### config.mk
export PLATFORM = sky130hd
export DESIGN_NAME = uart_frame_rx
export DESIGN_NICKNAME = d
export VERILOG_FILES = /design/src/rtl/uart_rx_pkg.sv /design/src/rtl/uart_rx_sync.sv /design/src/rtl/uart_rx_timer.sv /design/src/rtl/uart_frame_rx.sv
export SDC_FILE = /design/constraint.sdc
export NUM_CORES = 1
export LEC_CHECK = 0
export BUFFER_PORTS_ARGS = -buffer_cell sky130_fd_sc_hd__clkbuf_2
export CAP_MARGIN = 10
export CORE_MARGIN = 5
export CORE_UTILIZATION = 40
export DETAILED_ROUTE_END_ITERATION = 6
export GPL_TIMING_DRIVEN = 0
export PLACE_DENSITY = 0.58
export SKIP_CTS_REPAIR_TIMING = 1
export SLEW_MARGIN = 10
export SYNTH_ARGS = -nofsm -noshare
export SYNTH_HDL_FRONTEND = slang
export SYNTH_SLANG_ARGS = --single-unit
### constraint.sdc
create_clock -name clk -period 2.7 [get_ports clk]
set_input_delay 0.27 -clock clk [delete_from_list [all_inputs] [get_ports clk]]
set_output_delay 0.27 -clock clk [all_outputs]
set_load 0.05 [all_outputs]
### src/rtl/uart_rx_pkg.sv
package uart_rx_pkg;

   typedef enum logic [2:0] {
      PAR_NONE  = 3'd0,
      PAR_ODD   = 3'd1,
      PAR_EVEN  = 3'd2,
      PAR_ONE   = 3'd3,
      PAR_ZERO  = 3'd4
   } par_mode_e;

   typedef enum logic [1:0] {
      STP_HALF = 2'd0,
      STP_ONE  = 2'd1,
      STP_TWO  = 2'd2
   } stop_mode_e;

   typedef enum logic [2:0] {
      RX_IDLE,
      RX_START,
      RX_DATA,
      RX_PAR,
      RX_STOP
   } rx_state_e;

   function automatic par_mode_e decode_par(input logic [2:0] code);
      case (code)
         3'd1:    return PAR_ODD;
         3'd2:    return PAR_EVEN;
         3'd3:    return PAR_ONE;
         3'd4:    return PAR_ZERO;
         default: return PAR_NONE;
      endcase
   endfunction

   function automatic stop_mode_e decode_stop(input logic [1:0] code);
      case (code)
         2'd0:    return STP_HALF;
         2'd2:    return STP_TWO;
         default: return STP_ONE;
      endcase
   endfunction

   // data beyond the configured length is zero, so a full-width XOR is exact
   function automatic logic expected_par(input logic [7:0] word, input par_mode_e mode);
      case (mode)
         PAR_ODD:  return ~^word;
         PAR_EVEN: return ^word;
         PAR_ONE:  return 1'b1;
         default:  return 1'b0;
      endcase
   endfunction

endpackage

### src/rtl/uart_rx_sync.sv
module uart_rx_sync #(
   parameter int STAGES = 2
) (
   input  logic clk,
   input  logic rst_n,
   input  logic din,
   output logic dout
);

   logic [STAGES-1:0] chain;

   generate
      for (genvar i = 0; i < STAGES; i++) begin : g_stage
         if (i == 0) begin : g_first
            always_ff @(posedge clk or negedge rst_n) begin
               if (!rst_n) chain[0] <= 1'b1;
               else        chain[0] <= din;
            end
         end else begin : g_next
            always_ff @(posedge clk or negedge rst_n) begin
               if (!rst_n) chain[i] <= 1'b1;
               else        chain[i] <= chain[i-1];
            end
         end
      end
   endgenerate

   assign dout = chain[STAGES-1];

endmodule

### src/rtl/uart_rx_timer.sv
module uart_rx_timer #(
   parameter int DIV = 16,
   parameter int CW  = 4
) (
   input  logic          clk,
   input  logic          rst_n,
   input  logic          run,
   output logic [CW-1:0] cnt
);

   localparam logic [CW-1:0] LAST = CW'(DIV - 1);

   always_ff @(posedge clk or negedge rst_n) begin
      if (!rst_n)           cnt <= '0;
      else if (!run)        cnt <= '0;
      else if (cnt == LAST) cnt <= '0;
      else                  cnt <= cnt + 1'b1;
   end

endmodule

### src/rtl/uart_frame_rx.sv
module uart_frame_rx
   import uart_rx_pkg::*;
#(
   parameter int CLK_HZ      = 50_000_000,
   parameter int BAUD_HZ     = 115_200,
   parameter int SYNC_STAGES = 2
) (
   input  logic       clk,
   input  logic       rst_n,
   input  logic       rxd,
   input  logic [1:0] len_sel,
   input  logic [2:0] par_sel,
   input  logic [1:0] stop_sel,
   output logic [7:0] rx_data,
   output logic       rx_done,
   output logic       par_err,
   output logic       frm_err
);

   localparam int DIV   = (CLK_HZ + BAUD_HZ / 2) / BAUD_HZ;
   localparam int HALF  = DIV / 2;
   localparam int QUART = DIV / 4;
   localparam int CW    = $clog2(DIV);

   generate
      if (DIV < 8) begin : g_bad_div
         $error("uart_frame_rx: clock too slow for baud rate");
      end
      if (SYNC_STAGES < 2) begin : g_bad_sync
         $error("uart_frame_rx: at least two synchronizer stages needed");
      end
   endgenerate

   logic          line, line_q, fall;
   logic [CW-1:0] cnt;
   logic          busy, at_mid, at_quart, stop_tick;
   rx_state_e     state;
   logic [2:0]    bit_idx, last_idx;
   logic [7:0]    shreg;
   logic [1:0]    len_q;
   par_mode_e     par_q;
   stop_mode_e    stop_q;
   logic          second_stop, perr_acc, ferr_acc;

   uart_rx_sync #(.STAGES(SYNC_STAGES)) u_sync (
      .clk(clk), .rst_n(rst_n), .din(rxd), .dout(line)
   );

   always_ff @(posedge clk or negedge rst_n) begin
      if (!rst_n) line_q <= 1'b1;
      else        line_q <= line;
   end

   assign fall = line_q & ~line;
   assign busy = (state != RX_IDLE);

   uart_rx_timer #(.DIV(DIV), .CW(CW)) u_timer (
      .clk(clk), .rst_n(rst_n), .run(busy), .cnt(cnt)
   );

   assign at_mid    = (cnt == CW'(HALF));
   assign at_quart  = (cnt == CW'(QUART));
   assign stop_tick = (stop_q == STP_HALF) ? at_quart : at_mid;
   assign last_idx  = 3'(len_q) + 3'd4;

   always_ff @(posedge clk or negedge rst_n) begin
      if (!rst_n) begin
         state       <= RX_IDLE;
         bit_idx     <= '0;
         shreg       <= '0;
         len_q       <= '0;
         par_q       <= PAR_NONE;
         stop_q      <= STP_ONE;
         second_stop <= 1'b0;
         perr_acc    <= 1'b0;
         ferr_acc    <= 1'b0;
         rx_data     <= '0;
         rx_done     <= 1'b0;
         par_err     <= 1'b0;
         frm_err     <= 1'b0;
      end else begin
         rx_done <= 1'b0;
         case (state)
            RX_IDLE: begin
               if (fall) begin
                  len_q       <= len_sel;
                  par_q       <= decode_par(par_sel);
                  stop_q      <= decode_stop(stop_sel);
                  shreg       <= '0;
                  bit_idx     <= '0;
                  second_stop <= 1'b0;
                  perr_acc    <= 1'b0;
                  ferr_acc    <= 1'b0;
                  state       <= RX_START;
               end
            end
            RX_START: begin
               if (at_mid) state <= line ? RX_IDLE : RX_DATA;
            end
            RX_DATA: begin
               if (at_mid) begin
                  shreg[bit_idx] <= line;
                  if (bit_idx == last_idx)
                     state <= (par_q == PAR_NONE) ? RX_STOP : RX_PAR;
                  else
                     bit_idx <= bit_idx + 3'd1;
               end
            end
            RX_PAR: begin
               if (at_mid) begin
                  perr_acc <= (line != expected_par(shreg, par_q));
                  state    <= RX_STOP;
               end
            end
            RX_STOP: begin
               if (stop_tick) begin
                  if (stop_q == STP_TWO && !second_stop) begin
                     second_stop <= 1'b1;
                     ferr_acc    <= ~line;
                  end else begin
                     rx_data <= shreg;
                     par_err <= perr_acc;
                     frm_err <= ferr_acc | ~line;
                     rx_done <= 1'b1;
                     state   <= RX_IDLE;
                  end
               end
            end
            default: state <= RX_IDLE;
         endcase
      end
   end

endmodule


* After elaboration in Yosys (flattened, before gate mapping)
Cells that the tools add are included.
** Storage, ports and cells
- Word-level logic and storage cells :: 113
- Output and inout port bits :: 11
- Bits of input ports :: 10
- Register bits after elaboration :: 47
** Cells by class
- Reductions and logical operators :: 20
- Add/subtract/negate cells :: 3
- Equality and inequality tests :: 27
- Mux-type cells :: 40
- Bitwise operators :: 4
- Magnitude comparators :: 2
** Operator list (count)
- 3-bit two-way mux :: 11
- 3-bit by 2-bit equality test with 1-bit output, second input constant :: 6
- 9-bit two-way mux :: 2
- 2-bit != test, second input constant :: 9
- 8-bit two-way mux :: 2
- 8-bit case mux with 2 select lines :: 1
- 3-bit case mux with 5 select lines :: 1
- 1-bit two-way mux :: 13
- 3-bit case mux with 4 select lines :: 1
- 9-bit by 1-bit adder with 9-bit output, second input constant :: 1
- 3-bit by 1-bit equality test with 1-bit output, second input constant :: 3
- 9-bit by 7-bit equality test with 1-bit output, second input constant :: 1
- 9-bit by 8-bit equality test with 1-bit output, second input constant :: 1
- 9-bit equality test, second input constant :: 1
- 3-bit AND reduction :: 3
- 8-bit bitwise mux :: 1
- 4-bit AND reduction :: 2
- 8-bit XNOR reduction :: 1
- 8-bit XOR reduction :: 1
- 7-bit AND reduction :: 1
- 3-bit equality test, second input constant :: 2
- 3-bit zero test :: 2
- 1-bit case mux with 2 select lines :: 3
- 3-bit case mux with 2 select lines :: 1
- other kinds (20) :: 26

* Depth between registers and ports, before layout
- Depth after elaboration :: 7
- Gate-level depth with buffers :: 9
- Mapped depth without buffers :: 8

* Hierarchy
Synthesis repeated with hierarchy kept, for this count alone.
** Unflattened totals
- Cell total of the unflattened synthesis :: 226
- Area total of the unflattened synthesis :: 2349.8 um^2
** Modules (own cells, without submodules)
- uart_frame_rx :: cells an instance 177, area each 1816.7 um^2, instances 1, seq. area each 903.4 um^2
- uart_rx_timer :: cells an instance 47, area each 480.5 um^2, instances 1, seq. area each 225.2 um^2
- uart_rx_sync :: cells an instance 2, area each 52.6 um^2, instances 1, seq. area each 52.6 um^2

* Least setup slack after synthesis
OpenSTA, ideal clock, no wires.
- Kind :: flip-flop to flip-flop
- Start point :: reg u_timer.cnt[0]
- End point :: reg state[1]
- Data required time :: 2.575 ns
- Path buffers :: 0
- Library setup time :: 0.125 ns
- Data arrival time :: 1.956 ns
- Clock period less this slack :: 2.081 ns
- Setup slack :: 0.619 ns
- Cell stages (with the launch flop) :: 9
- Path through :: dfrtp_1 inv_1 ha_1 and4bb_2 nand3_1 mux2i_1 nor2_1 or4b_4 mux2_4
** Between the ends
- Cells in the longest elaborated chain, start to end :: 4
- Elaborated cells between the ends (all ways) :: 8
- Those cells by class :: 6 x eq/ne; 1 x mux; 1 x reduce/logical
** RTL lines
- start: declaration :: line uart_rx_timer.sv:8 : output logic [CW-1:0] cnt
- start signal: assignment :: line uart_rx_timer.sv:17 : else cnt <= cnt + 1'b1;
- 9-bit by 8-bit equality test with 1-bit output / 9-bit by 7-bit equality test with 1-bit output (equally long branches) :: line uart_frame_rx.sv:61, uart_frame_rx.sv:62
- 1-bit two-way mux :: line uart_frame_rx.sv:63 : assign stop_tick = (stop_q == STP_HALF) ? at_quart : at_mid;
- 2-bit != test (no source line)
- 7-bit AND reduction (no source line) (*)
- end signal: assignment :: line uart_frame_rx.sv:98 : if (at_mid) state <= line ? RX_IDLE : RX_DATA;
- end signal: assignment :: line uart_frame_rx.sv:104 : state <= (par_q == PAR_NONE) ? RX_STOP : RX_PAR;
- end: declaration :: line uart_frame_rx.sv:37 : rx_state_e state;
Every way passes the cells marked *; elsewhere a longest branch is shown, timed or not.
A chain may end at the register's enable or synchronous reset.

* Final worst setup path
- Start point :: reg u_timer.cnt[0]
- End point :: reg rx_data[4]
** Between the ends
- Cells in the longest elaborated chain, start to end :: 3
- Elaborated cells between the ends (all ways) :: 4
- Those cells by class :: 2 x eq/ne; 1 x mux; 1 x reduce/logical
** RTL lines
- 9-bit by 8-bit equality test with 1-bit output / 9-bit by 7-bit equality test with 1-bit output (equally long branches) :: line uart_frame_rx.sv:61, uart_frame_rx.sv:62
- 1-bit two-way mux (*) :: line uart_frame_rx.sv:63
- 3-bit AND reduction (no source line) (*)
- end signal: assignment :: line uart_frame_rx.sv:121 : rx_data <= shreg;
- end: declaration :: line uart_frame_rx.sv:14 : output logic [7:0] rx_data,
Marked as above.

==> impl_metrics.py <==
metrics = {
    "status": {
        "run_status": "completed",
    },
    "floorplanning": {
        "num_rows": 27,
        "number_of_primary_i_o_pins": 21,
        "core_area_um2": 5610,
        "initial_cell_density_of_the_core": 0.417,
        "die_height_um": 86.5,
        "die-width_um": 86.5,
        "fp.dieArea_um2": 7480,
    },
    "run": {
        "drv_cap": 0,
    },
    "layout": {
        "final_nets": 268,
        "areaGrowthSynthToFinish_pct": 11.7,
        "fillCellCount": 564,
        "multi_input_comb_area_um2": 1080,
        "drive_gt1_frac": 0.224,
        "insertedDiodeCount": 0,
        "area_taken_by_flip_flops_and_latches_um2": 1180,
    },
    "drt": {
        "post-route-drc-count": 0,
        "postRouteWirelength_um": 4480,
        "routed-via-count": 1665,
        "antenna_nets_post_route": 0,
        "routed_via_density": 5.11,
        "drt_first_iter_violations": 38,
        "first_pass_iters": 4,
        "routedWlPerCell_um": 13.7,
    },
    "power_and_ir_drop": {
        "max_ir_drop_vdd_uv": 313,
        "power_frac_clock": 0.195,
        "p_int_mw": 1.33,
        "switchingPower_uw": 775,
        "combinational_group_share_of_total_power": 0.366,
        "powerDensity_nw_per_um2": 806,
        "power.switching_fraction": 0.368,
        "seq_power_share": 0.439,
        "leakage_nw": 1.20,
    },
    "clock_network": {
        "clk_path_buf_depth": 2,
        "worstSkewPairLatency_ns": 0.30,
        "clkSlewWorstSetupHoldPaths_ns": 0.09,
        "clk_root_buffer_cell": "clkbuf_8",
        "cts-buffers-inserted": 5,
        "htree_levels": 2,
        "clkSinkCount": 47,
        "cts_tree": "built",
    },
    "logic_synthesis": {
        "ys_seq_elements": 47,
        "distinct_cell_type_count_after_synthesis": 43,
        "synthesis.area_um2": 2340,
        "synthArstFlopShare": 1.00,
        "synth-edff-count": 0,
        "synth_sequential_area_ratio": 0.505,
        "ys_dominant_reg_cell": "dfrtp_1",
        "synth.net_count": 241,
        "syn_inst": 227,
        "synth_area_per_cell_um2": 10.3,
        "synth_warnings": 0,
    },
    "placed_design": {
        "port_buffers": 20,
        "place_worst_setup_slack_ns": 0.391,
        "detailedPlacementHpwl_um": 3250,
        "gp_congestion": 0.768,
    },
    "setup_path": {
        "worst_path_most_repeated_cell": "nand3_1",
        "critical_path.max_stage_delay_ns": 0.45,
        "worst_ep_arrival_time_ns": 2.46,
        "maximum_fanout_count_along_the_critical_path": 10,
        "timing.rr.end": "rx_data[4]",
        "cp_cell_sequence": "inv_1 > ha_1 > and4bb_2 > nand3_1 > mux2i_1 > nand3_1 > nor2_1 > buf_2 > mux2_2",
        "reg2reg_depth": 9,
        "crit_type": "reg2reg",
        "crit_slowest_cell": "dfrtp_1",
        "crit_required_ns": 2.89,
        "cp-end-kind": "register",
        "start_kind": "register",
        "timing.rr.start": "u_timer.cnt[0]",
        "reg2reg_setup_slack_ns": 0.43,
    },
    "sta": {
        "final-max-slew-violation-count": 0,
        "hold_violations": 0,
        "final_setup_margin_ns": 0.434,
        "max_slew.worst_pin.slew_ns": 1.04,
        "finalSetupViolCount": 0,
        "fmax_mhz": 441,
        "rsz0062_at_grt": "no",
        "period_minus_slack_ns": 2.27,
        "worst_slew_margin_rel": 0.308,
        "fin_tns_setup_ns": 0,
        "post-route-period-util": 0.839,
        "fin_skew_ns": 0.0101,
    },
    "global_routing": {
        "grt_usage": 0.133,
        "grt_antenna_before_repair": 0,
        "gr-total-overflow": 0,
        "grt_max_degree": 48,
        "grt_pass1_vias": 1712,
        "grt_pass1_wl_um": 7940,
    },
    "hold_path": {
        "hold_path_depth": 1,
        "worst_hold_path_type": "in2reg",
        "hold_path_startpoint": "rxd",
        "hold_path_end": "u_sync.chain[0]",
    },
}
-- cell usage after synthesis, types with 2 or more instances --
cell,instances,share of area
nand4_1,2,0.0053
nand3_1,10,0.021
clkbuf_1,5,0.0080
a31oi_1,3,0.0080
o31ai_1,2,0.0064
and2b_2,2,0.0075
nand2b_1,9,0.024
ha_1,4,0.021
xor2_1,4,0.015
and2_1,2,0.0053
buf_2,2,0.0043
mux2_2,13,0.063
a22o_1,3,0.011
a21oi_1,7,0.015
nand2_1,16,0.026
nor2_1,22,0.035
xnor2_1,10,0.037
mux2_4,2,0.013
nor3_1,5,0.011
dfstp_2,4,0.045
o21ai_0,23,0.049
dfrtp_1,43,0.46
mux2i_1,3,0.013
inv_1,9,0.014
or3_1,2,0.0053
nor2b_1,3,0.0080
-- per-stage QoR --
step	cell area [um^2]	hold WS [ns]	util	std cells	power [mW]
5_1_grt	2610	0.0357	0.466	326	2.28
4_1_cts	2610	0.0387	0.466	326	2.14
2_1_floorplan	2340	-0.0256	-	227	1.53
3_3_place_gp	2530	0.346	0.451	319	1.70
6_report	2610	0.0475	0.466	326	2.11
3_5_place_dp	2530	0.347	0.451	319	1.72
-- power by group through the flow --
stage / clock network [mW] / logic [mW] / registers (mW)
floorplan: 0 / 0.626 / 0.907
global route: 0.459 / 0.881 / 0.941
global placement: 0 / 0.771 / 0.933
finish: 0.410 / 0.771 / 0.924
detailed placement: 0 / 0.783 / 0.937
CTS: 0.429 / 0.782 / 0.924
-- layer usage --
metal	wire length [um]	global-route usage
met1	2130	0.170
met5	0	0
met3	151	0.0285
met4	69	0.0425
met2	2130	0.224
-- cell type report --
type | count | area share
timing repair buffer | 20 | 0.0383
buffer | 9 | 0.0182
inverter | 9 | 0.0129
tap | 72 | 0.0345
clock inverter | 2 | 0.00527
clock buffer | 5 | 0.0264
sequential | 47 | 0.452
multi-input combinational | 162 | 0.412
-- critical path: cells and delay by family (launching register included) --
kind / cells / cell delay (ns)
adder cells (fa/ha/maj): 1 / 0.13
buffers and inverters: 2 / 0.36
flip-flops: 1 / 0.45
AND/OR/NAND/NOR: 4 / 0.66
multiplexers: 2 / 0.55
-- cells in the final DEF (no fill, tap or decap), types with 3 or more instances in the layout --
cell and n:
dfrtp_1 43, o21ai_0 23, nor2_1 22, clkbuf_2 19
nand2_1 16, mux2_2 13, xnor2_1 10, nand3_1 10
inv_1 9, nand2b_1 9, a21oi_1 7, nor3_1 5
clkbuf_1 5, clkbuf_8 5, xor2_1 4, ha_1 4
dfstp_2 4, mux2i_1 3, buf_2 3, nor2b_1 3
a22o_1 3, a31oi_1 3
-- worst max-delay path by stage --
stage                    from          to  slack, ns  depth (start not counted)
6_report       u_timer.cnt[0]  rx_data[4]       0.43                          9
5_1_grt        u_timer.cnt[0]  rx_data[0]       0.18                          9
4_1_cts        u_timer.cnt[0]  rx_data[4]       0.39                          9
3_5_place_dp   u_timer.cnt[0]  rx_data[4]       0.39                          9
3_3_place_gp   u_timer.cnt[0]  rx_data[0]       0.42                          9
2_1_floorplan  u_timer.cnt[0]    state[1]       0.62                          8
-- cells by family after synthesis --
group / Yosys count / share of synthesized area
adder cells (fa/ha/maj): 4 / 0.0214
XOR/XNOR: 14 / 0.0524
AO/OA/AOI/OAI: 45 / 0.117
flip-flops: 47 / 0.505
buffers and inverters: 18 / 0.0348
AND/OR/NAND/NOR: 81 / 0.181
multiplexers: 18 / 0.0883
-- state kept, by name (all words and copies together), names as in the netlist, 2 cells and up --
register,count
bit_idx,3
u_timer.cnt,9
stop_q,2
rx_data,8
par_q,3
len_q,2
shreg,8
state,3
Power figures use the tool's default switching activity.
